$ cat src/rtl/i2c_hs_slave.sv
module i2c_hs_slave #(
  parameter logic [5:0] ADDR_HI = 6'b111010,
  parameter logic [4:0] HS_PFX  = 5'b00001,
  parameter logic [7:0] GC_CMD  = 8'h06
) (
  input  logic       clk,
  input  logic       rst_n,
  input  logic       scl_i,
  input  logic       sda_i,
  input  logic       addr_lsb,
  output logic       sda_oe,
  output logic       hs_mode,
  output logic       rx_valid,
  output logic [7:0] rx_data,
  output logic       dev_reset
);

  typedef enum logic [1:0] {S_IDLE, S_ADDR, S_WR, S_RD} st_t;

  logic [2:0] scl_q, sda_q;
  st_t        st;
  logic [3:0] cnt;
  logic [6:0] sh;
  logic       ack_nx, hs_hit, gc, rw;

  always_ff @(posedge clk or negedge rst_n)
    if (!rst_n) begin
      scl_q <= 3'b111;
      sda_q <= 3'b111;
    end else begin
      scl_q <= {scl_q[1:0], scl_i};
      sda_q <= {sda_q[1:0], sda_i};
    end

  wire scl_s   = scl_q[1];
  wire scl_d   = scl_q[2];
  wire rise    = scl_s & ~scl_d;
  wire fall    = ~scl_s & scl_d;
  wire start_c = scl_s & scl_d & sda_q[2] & ~sda_q[1];
  wire stop_c  = scl_s & scl_d & ~sda_q[2] & sda_q[1];
  wire [7:0] byte_in = {sh, sda_q[1]};

  always_ff @(posedge clk or negedge rst_n)
    if (!rst_n) begin
      st <= S_IDLE; cnt <= '0; sh <= '0;
      ack_nx <= 1'b0; hs_hit <= 1'b0; gc <= 1'b0; rw <= 1'b0;
      sda_oe <= 1'b0; hs_mode <= 1'b0;
      rx_valid <= 1'b0; rx_data <= '0; dev_reset <= 1'b0;
    end else begin
      rx_valid  <= 1'b0;
      dev_reset <= 1'b0;
      if (stop_c) begin
        st <= S_IDLE; cnt <= '0; sda_oe <= 1'b0; hs_mode <= 1'b0;
      end else if (start_c) begin
        st <= S_ADDR; cnt <= '0; sda_oe <= 1'b0;
      end else if (st == S_ADDR || st == S_WR) begin
        if (rise && cnt < 4'd8) begin
          sh  <= byte_in[6:0];
          cnt <= cnt + 4'd1;
          if (cnt == 4'd7) begin
            if (st == S_ADDR) begin
              hs_hit <= byte_in[7:3] == HS_PFX;
              gc     <= byte_in == 8'h00;
              rw     <= byte_in[0];
              ack_nx <= (byte_in[7:1] == {ADDR_HI, addr_lsb}) || (byte_in == 8'h00);
            end else begin
              ack_nx <= 1'b1;
              if (gc) dev_reset <= byte_in == GC_CMD;
              else begin
                rx_valid <= 1'b1;
                rx_data  <= byte_in;
              end
            end
          end
        end else if (fall && cnt == 4'd8) begin
          sda_oe <= ack_nx;
          cnt    <= 4'd9;
        end else if (fall && cnt == 4'd9) begin
          sda_oe <= 1'b0;
          cnt    <= '0;
          if (st == S_ADDR) begin
            if (hs_hit) begin
              hs_mode <= 1'b1;
              st      <= S_IDLE;
            end else if (!ack_nx) st <= S_IDLE;
            else if (rw)          st <= S_RD;
            else                  st <= S_WR;
          end
        end
      end
    end

  AST_OE_SCL_LOW:  assert property (@(posedge clk) disable iff (!rst_n) !$stable(sda_oe) |-> !scl_s);
  AST_IDLE_QUIET:  assert property (@(posedge clk) disable iff (!rst_n) st == S_IDLE |-> !sda_oe);
  AST_RX_PULSE:    assert property (@(posedge clk) disable iff (!rst_n) rx_valid |=> !rx_valid);
  AST_HS_NO_ACK:   assert property (@(posedge clk) disable iff (!rst_n) $rose(hs_mode) |-> !sda_oe);
  AST_HS_STOP:     assert property (@(posedge clk) disable iff (!rst_n) stop_c |=> !hs_mode);
  AST_RST_PULSE:   assert property (@(posedge clk) disable iff (!rst_n) dev_reset |=> !dev_reset);
  AST_RST_EXCL:    assert property (@(posedge clk) disable iff (!rst_n) !(dev_reset && rx_valid));
  AST_RD_RELEASE:  assert property (@(posedge clk) disable iff (!rst_n) st == S_RD |-> !sda_oe);

endmodule

$ cat config.mk
export PLATFORM = sky130hd
export DESIGN_NAME = i2c_hs_slave
export DESIGN_NICKNAME = d
export VERILOG_FILES = /design/src/rtl/i2c_hs_slave.sv
export SDC_FILE = /design/constraint.sdc
export NUM_CORES = 1
export LEC_CHECK = 0
export ABC_AREA = 1
export BUFFER_PORTS_ARGS = -buffer_cell sky130_fd_sc_hd__buf_2
export CELL_PAD_IN_SITES_DETAIL_PLACEMENT = 0
export CELL_PAD_IN_SITES_GLOBAL_PLACEMENT = 2
export CORE_ASPECT_RATIO = 0.7
export CORE_MARGIN = 2
export CORE_UTILIZATION = 38
export DETAILED_ROUTE_END_ITERATION = 8
export PLACE_DENSITY_LB_ADDON = 0.1
export SLEW_MARGIN = 20
export SYNTH_ARGS = -nofsm -noshare
export SYNTH_HDL_FRONTEND = slang
export SYNTH_SLANG_ARGS = --single-unit
$ cat constraint.sdc
create_clock -name clk -period 3 [get_ports clk]
set_input_delay 0.9 -clock clk [delete_from_list [all_inputs] [get_ports clk]]
set_output_delay 0.9 -clock clk [all_outputs]
set_load 0.02 [all_outputs]
==> flow_summary.yaml, run 1 <==
place:
  placed_cell_area_sq_um: 1860
  place_hpwl_um: 2630
  io_buffers: 16
  gp_congestion: 0.783
grt:
  grt_use_met1: 0.228
  grt_util_met3: 0.0428
  antenna_found_initial: 0
  track_usage: 0.154
  grt_first_pass_wirelength_um: 6020
  grt_busiest_layer: "met1"
  met2_usage: 0.221
  grt_overflow: 0
  grt_pass1_vias: 1261
  grt_max_degree: 36
cells_and_area:
  fillerInstances: 456
  layout.nets: 229
  finalInstanceArea_sq_um: 1940
  synthToLayoutAreaGrowth_pct: 12.9
  antenna_cells: 0
  multi_input_area_sq_um: 733
  drive_above_1_share: 0.223
  regArea_sq_um: 883
setup_path:
  crit_type: "reg2out"
  path_max_fanout: 2
  crit_family: "flip-flops"
  path_buf_inv: 1
  worstPathCellList: "buf_2"
  worst_setup_path_start_kind: "register"
  crit_path_top_delay_cell: "dfrtp_1"
  arrival_ns: 0.83
  required_ns: 2.10
  endpoint_kind: "output port"
  path_depth: 1
  reg2regPathDepth: 5
  slowest_delay_ns: 0.38
floorplan:
  die_height_um: 60.3
  num_rows: 20
  dieArea_sq_um: 5090
  num_io_pins: 17
  start_util: 0.395
  dieWidth_um: 84.5
  core_sq_um: 4350
logic_synthesis:
  ys_seq_area_frac: 0.513
  ys_seq_elements: 35
  synth_warnings: 0
  synthesis.nets: 207
  synthArstFlopShare: 1.00
  avgSynthCellArea_sq_um: 8.74
  synth_cell_type_count: 28
  ys.flop_type: "dfrtp_1"
  synth_area_sq_um: 1720
  synth_edf_count: 0
  syn-instance-count: 197
detailed_routing:
  wl_um: 3420
  drc_errors: 0
  detailedRoute.firstIterationViolations: 57
  viasPerCell: 4.72
  wl_per_cell_um: 12.4
  ant_nets: 0
  num_vias: 1297
  firstDrtPassIters: 4
worst_hold_path:
  hold_class: "reg2reg"
  min_path_cells: 0
sta:
  tightest_slew_ns: 0.773
  timing.final.crit_share: 0.575
  slew_viol_final: 0
  tns_ns: 0
  max_freq_mhz: 579
  finalHoldViolations: 0
  final-setup-viol-count: 0
  rsz0062_at_grt: "false"
  slew_headroom: 0.485
  skew_ns: 0.0107
  layout_min_cycle_time_ns: 1.73
clock_network:
  cts_hold_buf: 0
  cts_made_buffers: 5
  cts.clk_slew.worst_paths_ns: 0.07
  cts_root_buffer: "clkbuf_8"
  cts_tree: "yes"
  cts_max_level: 2
  postCtsSetupBuffers: 0
  cts_buffer_depth: 2
  cts_resized: 0
  cts.sinks: 35
  clk_latency_ns: 0.28
power_and_ir_drop:
  vdd_drop_max_v: 0.000387
  power.density_nw_per_um2: 667
  leakage_nw: 1.03
run:
  max-cap-violations: 0
status:
  status: "finished clean"
==> cells in the final DEF (no fill, tap or decap), types with 4 or more instances in the layout <==
| cell type | netlist | final |
|---|---|---|
| nand2_1 | 56 | 56 |
| dfrtp_1 | 29 | 29 |
| inv_1 | 22 | 22 |
| nor2_1 | 16 | 16 |
| buf_2 | 0 | 16 |
| o21ai_0 | 15 | 15 |
| nand3_1 | 9 | 9 |
| dfstp_2 | 6 | 6 |
| ha_1 | 5 | 5 |
| clkbuf_8 | 0 | 5 |
| inv_2 | 4 | 4 |
| nor2_2 | 4 | 4 |
| nand4_1 | 4 | 4 |
| a21oi_1 | 4 | 4 |
==> cell usage after synthesis, drive strengths merged, types with 2 or more instances <==
library cell / n / area (sq um)
a21oi: 5 / 28.8
dfrtp: 29 / 726
dfstp: 6 / 158
ha: 5 / 62.6
inv: 26 / 97.6
nand2: 61 / 260
nand3: 12 / 90.1
nand4: 4 / 25.0
nor2: 23 / 128
nor3: 2 / 10.0
o21ai: 19 / 98.8
==> routing by layer <==
layer | vias to the layer above | share of wire
met3 | 5 | 0.048
met4 | 0 | 0.0091
li1 | 670 | -
met1 | 594 | 0.54
met2 | 28 | 0.40
met5 | - | 0
==> power by group <==
group,switching (W),internal (W)
registers,0.0000704,0.000551
clock network,0.000158,0.000165
logic,0.000244,0.000107
==> kinds of logic (layout without fill, tap and decap cells) <==
| logic type | after synthesis | after routing | synth area share |
|---|---|---|---|
| AO/OA/AOI/OAI | 26 | 26 | 0.0829 |
| adder cells (fa/ha/maj) | 5 | 5 | 0.0363 |
| buffers and inverters | 27 | 50 | 0.0610 |
| flip-flops | 35 | 35 | 0.513 |
| AND/OR/NAND/NOR | 104 | 104 | 0.307 |
==> metrics by stage <==
stage | power (W) | setup WS [ns] | util | std cells | hold slack (ns)
after global placement | 0.000977 | 1.46 | 0.428 | 267 | 0.346
after global routing | 0.00139 | 1.23 | 0.446 | 275 | 0.365
final | 0.00130 | 1.27 | 0.446 | 275 | 0.355
after detailed placement | 0.000982 | 1.42 | 0.428 | 267 | 0.347
after CTS | 0.00131 | 1.26 | 0.446 | 275 | 0.356
after floorplan | 0.000884 | 1.64 | - | 197 | 0.345
==> final timing paths <==
check                          from         end  slack [ns]
setup / recovery            hs_mode     hs_mode        1.27
hold / removal             scl_q[0]    scl_q[1]        0.36
setup reg to reg              st[0]      ack_nx        1.38
hold reg to reg            scl_q[0]    scl_q[1]        0.36
max in group asynchronous     rst_n  rx_data[0]        1.82
min in group asynchronous     rst_n  rx_data[5]        0.69
==> state kept, by name (all words and copies together), names as in the netlist <==
signal and flops:
dev_reset 1, ack_nx 1, scl_q 3, rx_data 8, sda_oe 1, st 2
rx_valid 1, sh 7, rw 1, hs_mode 1, gc 1, cnt 4
hs_hit 1, sda_q 3
==> layout make-up <==
| cell class | instances | area share |
|---|---|---|
| Clock buffer | 8 | 0.0412 |
| Timing Repair Buffer | 16 | 0.0412 |
| Inverter | 26 | 0.0502 |
| Sequential cell | 35 | 0.455 |
| Tap cell | 55 | 0.0354 |
| Multi-Input combinational cell | 135 | 0.377 |
Note: power is estimated with default switching activity, not from simulation.
==> inputs of run 2 (changes only) <==
--- a/config.mk
+++ b/config.mk
@@ -11,7 +11,7 @@
 export CELL_PAD_IN_SITES_GLOBAL_PLACEMENT = 2
 export CORE_ASPECT_RATIO = 0.7
 export CORE_MARGIN = 2
-export CORE_UTILIZATION = 38
+export CORE_UTILIZATION = 32
 export DETAILED_ROUTE_END_ITERATION = 8
 export PLACE_DENSITY_LB_ADDON = 0.1
 export SLEW_MARGIN = 20
==> constraint.sdc (replaced) <==
create_clock -name clk -period 1.4 [get_ports clk]
set_input_delay 0.42 -clock clk [delete_from_list [all_inputs] [get_ports clk]]
set_output_delay 0.42 -clock clk [all_outputs]
set_load 0.02 [all_outputs]
==> run 2 against run 1 <==
  * Power rose to 2.5 times the previous value
  * Non-clock buffer count grew 25
  * Worst setup slack worse by 1.3 ns
  * Clock-buffer cell count is 1 lower
  * Sequential share of layout area shrank 7.6 points
  * The run now ends with setup timing left
  * Clock skew fell by 0.0031 ns
  * Critical endpoint is now rx_data[2]
  * Cell count up 16%
  * Highest routed layer unchanged
  * Flip-flop and latch count unchanged
  * Combinational power rose to 3.4 times the previous value
==> flow_summary.yaml, run 2 (synthesis results as in run 1) <==
clock_network:
  cts_made_buffers: 5
  cts_tree: "yes"
  cts_hold_buf: 0
  cts_root_buffer: "clkbuf_8"
  cts.sinks: 35
  cts_buffer_depth: 2
  clk_latency_ns: 0.28
  cts.clk_slew.worst_paths_ns: 0.08
  cts_max_level: 2
floorplan:
  num_rows: 22
  core_sq_um: 5200
  dieWidth_um: 91.7
  die_height_um: 65.4
  num_io_pins: 17
  dieArea_sq_um: 5990
  start_util: 0.331
setup_path:
  worst_setup_path_start_kind: "register"
  crit_type: "reg2reg"
  path_max_fanout: 8
  crit_path_top_delay_cell: "dfrtp_1"
  slowest_delay_ns: 0.40
  critPathMostFrequentCell: "nand2_2"
  arrival_ns: 1.63
  required_ns: 1.63
  crit_family: "simple AND/OR/NAND/NOR gates"
  path_buf_inv: 0
  worstPathCellList: "ha_2 -> nand2_2 -> nor2_4 -> nand3_4 -> nor2_8 -> nand2_2 -> nand2_1"
  endpoint_kind: "register"
sta:
  skew_ns: 0.00763
  slew_headroom: 0.765
  final-setup-viol-count: 5
  fin_ws_ns: -0.00522
  max_freq_mhz: 712
  timing.final.crit_share: 1.00
  tightest_slew_ns: 0.352
  finalHoldViolations: 0
  layout_min_cycle_time_ns: 1.41
  rsz0062_at_grt: "true"
  slew_viol_final: 0
cells_and_area:
  antenna_cells: 0
  synthToLayoutAreaGrowth_pct: 35.5
  largest_reg_flops: 8
  max_flop_register: "rx_data"
  fillerInstances: 533
  largestRegisters: "rx_data (8), sh (7), cnt (4)"
  layout_common_cells: "nand2_1, dfrtp_1, buf_4, inv_1, buf_2"
  stdcell_count: 319
  finalInstanceArea_sq_um: 2330
  fin_util: 0.449
  final_common_cell: "nand2_1"
  layout.nets: 256
  drive_above_1_share: 0.421
run:
  max-cap-violations: 0
detailed_routing:
  detailedRoute.firstIterationViolations: 58
  viasPerCell: 4.53
  wl_met2_um: 1710
  drc_errors: 0
  num_vias: 1444
  met1_length_um: 2390
  top_layer: "met4"
  met3_length_um: 125
  ant_nets: 0
  wl_um: 4240
  firstDrtPassIters: 4
  wl_per_cell_um: 13.3
place:
  gp_congestion: 0.756
  placed_cell_area_sq_um: 2010
  dp_cells: 298
  io_buffers: 16
  place_hpwl_um: 3020
grt:
  grt_first_pass_wirelength_um: 7040
  grt_overflow: 0
  grt_max_degree: 23
  grt_pass1_vias: 1373
  track_usage: 0.153
  antenna_found_initial: 0
power_and_ir_drop:
  leakage_nw: 1.19
  power.density_nw_per_um2: 1410
  vdd_drop_max_v: 0.000575
status:
  violations: "setup timing"
  status: "complete, but fails checks"
worst_hold_path:
  hold_class: "in2async"
## run 2: cell count changes in the layout (fill, tap and decap cells not counted), sizes merged
| cell | delta |
|---|---|
| nand3 | +1 |
| clkbuf | -1 |
| nand2 | +1 |
| buf | +25 |
| clkinv | +1 |
## run 2: final timing paths
| kind | startpoint | end | slack [ns] | cells after the start |
|---|---|---|---|---|
| hold / removal | rst_n | sh[0] | 0.04 | 1 |
| setup reg to reg | cnt[1] | rx_data[2] | -0.005 | 7 |
| hold reg to reg | sda_q[0] | sda_q[1] | 0.36 | 0 |
| min in group clk | scl_i | scl_q[0] | 0.23 | 1 |
| setup / recovery | cnt[1] | rx_data[2] | -0.005 | 7 |
| max in group asynchronous | rst_n | sda_oe | 0.93 | 2 |
## run 2: per-layer routing
metal  GRT usage  vias to the layer above
met5           0                        -
met4      0.0398                        0
met3      0.0344                        2
met2       0.217                       19
met1       0.233                      696
li1            -                      727
## run 2: per-stage QoR
step	setup TNS, ns	hold WS [ns]	setup WS [ns]	total power (W)
floorplan	0	0.124	0.0901	0.00189
global placement	-0.712	0.347	-0.111	0.00221
detailed placement	-0.946	0.349	-0.118	0.00223
CTS	-0.448	0.0374	-0.0463	0.00308
global route	-1.37	0.0477	-0.0936	0.00355
finish	-0.0118	0.0395	-0.00522	0.00328
## run 2: what timing repair did
item / 4_1_cts / 5_1_grt
gates resized for setup: 14 / 32
gates cloned: 1 / 1
setup buffers: 7 / 4
setup endpoints to repair: 18 / 28
pin swaps: 10 / 12
## run 2: cell type report
| class | instances | area [sq um] | area share |
|---|---|---|---|
| tap | 72 | 90.1 | 0.0386 |
| timing repair buffer | 41 | 300 | 0.129 |
| multi-input combinational | 137 | 881 | 0.377 |
| clock buffer | 7 | 76.3 | 0.0327 |
| sequential | 35 | 883 | 0.379 |
| inverter | 26 | 97.6 | 0.0418 |
| clock inverter | 1 | 5.00 | 0.00214 |
## run 2: where the power goes
part,total (W),leakage [nW],switching [W],internal [W]
clock,0.000713,0.0422,0.000363,0.000349
sequential,0.00136,0.451,0.000179,0.00118
combinational,0.00121,0.692,0.000720,0.000486
total,0.00328,1.19,0.00126,0.00202
